`src/rtl/dac_front_pkg.sv`:
```
package dac_front_pkg;
  typedef enum logic {HALF_LO = 1'b0, HALF_HI = 1'b1} half_e;

  function automatic int hi_width(input int code_w, input int data_w);
    return code_w - data_w;
  endfunction
endpackage

```
`src/rtl/dac_bus_decode.sv`:
```
module dac_bus_decode #(
  parameter int NUM_CH = 2,
  localparam int NSEL = NUM_CH * 2,
  localparam int AW = $clog2(NSEL)
) (
  input  logic            clk_i,
  input  logic            rst_ni,
  input  logic            cs_ni,
  input  logic            wr_ni,
  input  logic            ld_sel_ni,
  input  logic [AW-1:0]   addr_i,
  output logic [NSEL-1:0] we_o,
  output logic            bus_load_o
);
  logic wr_q;
  logic wr_edge;

  always_ff @(posedge clk_i or negedge rst_ni) begin
    if (!rst_ni) wr_q <= 1'b1;
    else         wr_q <= wr_ni;
  end

  assign wr_edge    = !wr_q && wr_ni;
  assign bus_load_o = wr_edge && !ld_sel_ni;

  always_comb begin
    we_o = '0;
    if (wr_edge && !cs_ni) we_o[addr_i] = 1'b1;
  end

  assert_we_onehot_R4: assert property (@(posedge clk_i) disable iff (!rst_ni)
    $onehot0(we_o));
  assert_we_needs_strobe_R4: assert property (@(posedge clk_i) disable iff (!rst_ni)
    (we_o != '0) |-> $past(!wr_ni));
endmodule

```
`src/rtl/dac_load_sync.sv`:
```
module dac_load_sync #(
  parameter int STAGES = 2
) (
  input  logic clk_i,
  input  logic rst_ni,
  input  logic async_i,
  output logic pulse_o
);
  logic [STAGES-1:0] sync_q;
  logic              last_q;

  always_ff @(posedge clk_i or negedge rst_ni) begin
    if (!rst_ni) begin
      sync_q <= '0;
      last_q <= 1'b0;
    end else begin
      sync_q <= {sync_q[STAGES-2:0], async_i};
      last_q <= sync_q[STAGES-1];
    end
  end

  assign pulse_o = sync_q[STAGES-1] && !last_q;

  assert_single_pulse_R7: assert property (@(posedge clk_i) disable iff (!rst_ni)
    pulse_o |=> !pulse_o);
endmodule

```
`src/rtl/dac_channel.sv`:
```
module dac_channel
  import dac_front_pkg::*;
#(
  parameter int DATA_W = 8,
  parameter int CODE_W = 12,
  localparam int HI_W = hi_width(CODE_W, DATA_W)
) (
  input  logic              clk_i,
  input  logic              rst_ni,
  input  logic              we_lo_i,
  input  logic              we_hi_i,
  input  logic              load_i,
  input  logic [DATA_W-1:0] data_i,
  output logic [CODE_W-1:0] dac_o
);
  logic [DATA_W-1:0] in_lo_q;
  logic [HI_W-1:0]   in_hi_q;
  logic [CODE_W-1:0] dac_q;

  always_ff @(posedge clk_i or negedge rst_ni) begin
    if (!rst_ni) begin
      in_lo_q <= '0;
      in_hi_q <= '0;
      dac_q   <= '0;
    end else begin
      if (we_lo_i) in_lo_q <= data_i;
      if (we_hi_i) in_hi_q <= data_i[HI_W-1:0];  // right-justified nibble
      if (load_i)  dac_q   <= {in_hi_q, in_lo_q}; // pre-write contents
    end
  end

  assign dac_o = dac_q;

  assert_dac_hold_R2: assert property (@(posedge clk_i) disable iff (!rst_ni)
    !load_i |=> $stable(dac_q));
  assert_load_copy_R8: assert property (@(posedge clk_i) disable iff (!rst_ni)
    load_i |=> dac_q == {$past(in_hi_q), $past(in_lo_q)});
  assert_lo_hold_R4: assert property (@(posedge clk_i) disable iff (!rst_ni)
    !we_lo_i |=> $stable(in_lo_q));
endmodule

```
`src/rtl/dual_dac_byte_front.sv`:
```
module dual_dac_byte_front #(
  parameter int DATA_W      = 8,
  parameter int CODE_W      = 12,
  parameter int SYNC_STAGES = 2,
  localparam int NUM_CH = 2,
  localparam int AW     = $clog2(NUM_CH * 2)
) (
  input  logic              clk_i,
  input  logic              rst_ni,
  input  logic              cs_ni,
  input  logic              wr_ni,
  input  logic              ld_sel_ni,
  input  logic [AW-1:0]     addr_i,
  input  logic [DATA_W-1:0] data_i,
  input  logic              ld_async_i,
  output logic [CODE_W-1:0] dac_a_o,
  output logic [CODE_W-1:0] dac_b_o
);
  logic [NUM_CH*2-1:0] we;
  logic                bus_load;
  logic                async_load;
  logic                load;
  logic [CODE_W-1:0]   dac [NUM_CH];

  dac_bus_decode #(.NUM_CH(NUM_CH)) u_decode (
    .clk_i, .rst_ni, .cs_ni, .wr_ni, .ld_sel_ni, .addr_i,
    .we_o(we), .bus_load_o(bus_load)
  );

  dac_load_sync #(.STAGES(SYNC_STAGES)) u_sync (
    .clk_i, .rst_ni, .async_i(ld_async_i), .pulse_o(async_load)
  );

  assign load = bus_load || async_load;

  for (genvar c = 0; c < NUM_CH; c++) begin : g_ch
    dac_channel #(.DATA_W(DATA_W), .CODE_W(CODE_W)) u_ch (
      .clk_i, .rst_ni,
      .we_lo_i(we[2*c]),
      .we_hi_i(we[2*c+1]),
      .load_i(load),
      .data_i,
      .dac_o(dac[c])
    );
  end

  assign dac_a_o = dac[0];
  assign dac_b_o = dac[1];

  assert_reset_zero_R1: assert property (@(posedge clk_i)
    !rst_ni |-> (dac_a_o == '0 && dac_b_o == '0));
  assert_joint_update_R6: assert property (@(posedge clk_i) disable iff (!rst_ni)
    !load |=> ($stable(dac_a_o) && $stable(dac_b_o)));
endmodule

```
`config.mk`:
```
export PLATFORM = sky130hd
export DESIGN_NAME = dual_dac_byte_front
export DESIGN_NICKNAME = d
export VERILOG_FILES = /design/src/rtl/dac_front_pkg.sv /design/src/rtl/dac_bus_decode.sv /design/src/rtl/dac_load_sync.sv /design/src/rtl/dac_channel.sv /design/src/rtl/dual_dac_byte_front.sv
export SDC_FILE = /design/constraint.sdc
export NUM_CORES = 1
export LEC_CHECK = 0
export ABC_AREA = 1
export ABC_CLOCK_PERIOD_IN_PS = 1440
export BUFFER_PORTS_ARGS = -buffer_cell sky130_fd_sc_hd__buf_2
export CORE_ASPECT_RATIO = 1.1
export CORE_MARGIN = 2
export CORE_UTILIZATION = 50
export DETAILED_ROUTE_END_ITERATION = 12
export PLACE_DENSITY = 0.8
export SYNTH_ARGS = -nofsm -noshare
export SYNTH_HDL_FRONTEND = slang
export SYNTH_SLANG_ARGS = --single-unit
```
`constraint.sdc`:
```
create_clock -name clk_i -period 1.44 [get_ports clk_i]
set_input_delay 0.216 -clock clk_i [delete_from_list [all_inputs] [get_ports clk_i]]
set_output_delay 0.216 -clock clk_i [all_outputs]
set_load 0.01 [all_outputs]
```
* Word-level counts from Yosys, hierarchy flattened
Index checks and enable logic that the tools add are counted.
Widths: inputs -> output; s select.
** Word-level totals
- Flip-flop bits (word level) :: 52
- Output and inout port bits :: 24
- Bits of input ports :: 16
- Logic and storage cells :: 24
** Operators by class
- Magnitude comparators :: 2
- Reductions and logical operators :: 10
- Muxes and demuxes :: 3
** Operators by type and width (number)
- $logic_and 1x1->1 :: 5
- $logic_not 1->1 :: 4
- $mux 4 :: 1
- $lt 2x3->1 const B :: 1
- $demux 1 s2 :: 1
- $ge 2x1->1 const B :: 1
- $logic_or 1x1->1 :: 1
- $mux 1 :: 1

* Longest topological paths before layout
- Depth after elaboration :: 5
- Gate-level depth with buffers :: 6
- Depth with buffers taken out :: 5

* Cells and area by module
A second synthesis with hierarchy kept.
** Second synthesis, totals
- Cells, all modules :: 228
- Area, all modules :: 1996.9 µm²
** By module, submodules not included
- dac_channel :: sequential area each 600.6 µm², times used 2, area each 905.9 µm², cells each 102
- dac_bus_decode :: sequential area each 26.3 µm², times used 1, area each 88.8 µm², cells each 16
- dac_load_sync :: sequential area each 75.1 µm², times used 1, area each 85.1 µm², cells each 5
- dual_dac_byte_front :: sequential area each 0.0 µm², times used 1, area each 11.3 µm², cells each 3

* Worst setup path after synthesis
No wires, ideal clock.
- Path kind :: register to register
- From :: reg u_decode.wr_q
- To :: reg g_ch[0].u_ch.dac_q[10]
- Arrival time :: 1.016 ns
- Required time :: 1.324 ns
- Slack :: 0.307 ns
- Cell stages (with the launch flop) :: 7
- Path through :: dfstp_2 -> inv_2 -> nand3b_4 -> nand2_2 -> buf_4 -> nand2_1 -> nand2_1
** Between the ends
- Cells in the longest elaborated chain, start to end :: 4
** Ends and longest elaborated chain
- from (decl) :: line dac_bus_decode.sv:15 : logic wr_q;
- from (signal assigned) :: line dac_bus_decode.sv:20 : else wr_q <= wr_ni;
- $logic_not 1->1 :: line dac_bus_decode.sv:23 : assign wr_edge = !wr_q && wr_ni;
- $logic_and 1x1->1 :: line dac_bus_decode.sv:23
- $logic_and 1x1->1 :: line dac_bus_decode.sv:24 : assign bus_load_o = wr_edge && !ld_sel_ni;
- $logic_or 1x1->1 :: line dual_dac_byte_front.sv:34 : assign load = bus_load || async_load;
- to (signal assigned) :: line dac_channel.sv:28 : if (load_i) dac_q <= {in_hi_q, in_lo_q};
- to (decl) :: line dac_channel.sv:18 : logic [CODE_W-1:0] dac_q;
Every way passes these cells.
A chain may end at the register's enable or synchronous reset.

* Worst setup path after layout
- From :: reg u_decode.wr_q
- To :: reg g_ch[1].u_ch.dac_q[6]
** Between the ends
- Cells in the longest elaborated chain, start to end :: 4
** Ends and longest elaborated chain (line)
- $logic_not 1->1 :: dac_bus_decode.sv:23
- $logic_and 1x1->1 :: dac_bus_decode.sv:23
- $logic_and 1x1->1 :: dac_bus_decode.sv:24
- $logic_or 1x1->1 :: dual_dac_byte_front.sv:34
- to (signal assigned) :: dac_channel.sv:28
- to (decl) :: dac_channel.sv:18
Every way passes these cells.

==> run metrics <==
clock tree buffer depth 2; FF-to-FF End g_ch[1].u_ch.dac_o[6]; Post-route DRC 0; Slew Viols, Final 0; final hold vios 0; CTS Buf Count 5; remaining antenna violation count after routing 0; drt wl/cell about 14 µm; largest net degree at the start of global routing 30; Non-Filler Cell Area, Final about 0.0026 mm²; Die Footprint between 0.004 and 0.005 mm²; Netlist cell types 14; final setup margin around 0.15 ns; Reg2Reg Setup Slack between 0.1 and 0.15 ns; Post-layout nets about 290; Reg2Reg Depth 5; Adder-Cell Fraction of Synth Area 0; DP Cell Count about 320; mapped cell area about 0.0021 mm²; CTS Sinks 52; global-route wire length before repair ~7.6 mm; critical path arrival ~1.5 ns; outcome completed; Min Clock Period, post-route 1.29 ns; CTS tree done; Ports 40; worst clock skew 0.00514 ns; Die Y-Extent 72.2 µm; M3 GR Usage 0.0512; DR pass1 iterations 4; Placement Cell Area 0.00240 mm²; via count 1657; Max FO, Critical Path 24; crit path from u_decode.wr_q; Clock Pin Slew Worst Setup and Hold Paths 0.09 ns; Setup crit start kind register; dpl ws roughly 0.16 ns; Hold Path Sink u_sync.sync_q[0]; CTS Root Buffer Type clkbuf_8; final core occ 0.637; share of cells above drive strength 1 0.243; crit path kind register to register; sequential-to-total area share from yosys stat 0.616; WL final roughly 4.4 mm; largest family of logic cells by synthesized area simple AND/OR/NAND/NOR gates; reg2reg start u_decode.wr_q; Die W 66.0 µm; diodes inserted 0; Synth Warn # 0; Port Buf Inserts 39; tightest hold margin about 0.0097 ns; MaxCap Viol Count 0; vias in the first global route approximately 1600; post-synthesis cell count 225; Seq. cell area roughly 0.0013 mm²; RSZ-0062 raised after global routing no; Final period util 0.896; GRT Overall Usage 0.211; number of core rows 24; post-synthesis mux area share 0; Slew @ Worst Pin about 0.43 ns; Relative slew margins 0.711; Setup-failing EPs final 0; PnR Total Power 3.90 mW; initial antenna violation count 0; CTS H-tree depth 2; synth top area cells dfrtp_1, nand2_1, nand3_1; worst min-delay path class input port to register; syn_area_per_cell around 9.4 µm²; top cell type's share of synthesized area 0.603; Starting Density 0.526; number of synthesized register bits 52; fmax approximately 0.77 GHz; xor/xnor share of the synthesized area 0; final setup TNS 0 ns; Placer Congestion about 0.88; Synth Area in Simple Gates 0.345; compound-gate portion of the synthesized area 0; layer with the highest usage met2; Crit path required time around 1.6 ns; DRT iter0 DRCs a little over 90; Crit. End Element register; met2 Usage GRT 0.355; syn nets roughly 240; VDD IR-drop max between 0.7 and 0.8 mV; gr ovfl total 0; Layout Cells excl Fill 324; cell taking the most area after synthesis dfrtp_1; Vias/cell approximately 5.1; area added between synthesis and finish 21.2%; area occupied by multi-input gates 729 µm²; Core Box Area 0.00402 mm²; M1 GR Usage 0.264; hold_sp ld_async_i; dpl hpwl 3.21 mm; Pwr per Cell Area 1520 mW/mm²; Static Leak ~1.4 nW; Filler cells roughly 360; hold depth 1; Clock Latency Late Sink roughly 0.30 ns
cells by family after synthesis:
family,after synthesis
simple gates,158
flops,52
buf+inv,15
Yosys cell counts (all sizes together):
cell type / number
nand3b: 1
dfstp: 1
buf: 8
inv: 7
dfrtp: 51
nor2: 5
nand2: 100
nand3: 52
report_power, final:
part           total [mW]  leakage (nW)  switching [mW]  internal [mW]
clock network        1.34        0.0784           0.476          0.868
registers            1.90         0.662           0.153           1.75
logic               0.659         0.697           0.386          0.272
metal layers:
layer | routed length, µm | vias up
li1 | - | 814
met1 | 1890 | 790
met2 | 2220 | 43
met3 | 204 | 10
met4 | 91 | 0
met5 | 0 | -
what timing repair did:
item                       in CTS  in global routing
hold buffers                    1                  0
hold endpoints to repair        7                  0
gates resized for setup         0                  0
buffers inserted                0                  0
setup endpoints to repair       0                  0
area by class of cell:
cell class              instances  share of cell area
flip-flops and latches         52               0.508
multi-input cells             158               0.284
repair buffers                 47               0.110
clock inverters                 3              0.0351
clock buffers                   5              0.0268
well taps                      52              0.0254
inverters                       7              0.0102
flip-flops by register name, summed over array words and instances (netlist names):
| register | cells |
|---|---|
| u_decode.wr_q | 1 |
| g_ch.u_ch.dac_o | 24 |
| g_ch.u_ch.in_lo_q | 16 |
| u_sync.sync_q | 2 |
| u_sync.last_q | 1 |
| g_ch.u_ch.in_hi_q | 8 |
worst max-delay path: stages (launching register included):
cell      delay [ns]
dfstp_2         0.57
inv_2           0.05
nand3b_4        0.08
nand2_2         0.26
nand2_1         0.16
nand2_1         0.06
placed cells by master, fill, tap and decap left out, drive strengths merged:
cell         count
inv              7
dfrtp           51
nand3           52
buf             46
nand2          100
bufinv           3
nor2             5
nand3b           1
dfstp            1
clkbuf           5
dlygate4sd3      1
how the worst max path moves through the flow:
stage,endpoint,slack (ns),cells after the start
global placement,g_ch[1].u_ch.dac_o[2],0.19,5
floorplan,g_ch[0].u_ch.dac_o[10],0.31,6
detailed placement,g_ch[1].u_ch.dac_o[6],0.16,5
finish,g_ch[1].u_ch.dac_o[6],0.15,5
global route,g_ch[0].u_ch.dac_o[0],0.06,5
CTS,g_ch[1].u_ch.dac_o[6],0.14,5
No activity file was read; power rests on OpenSTA's default activity.
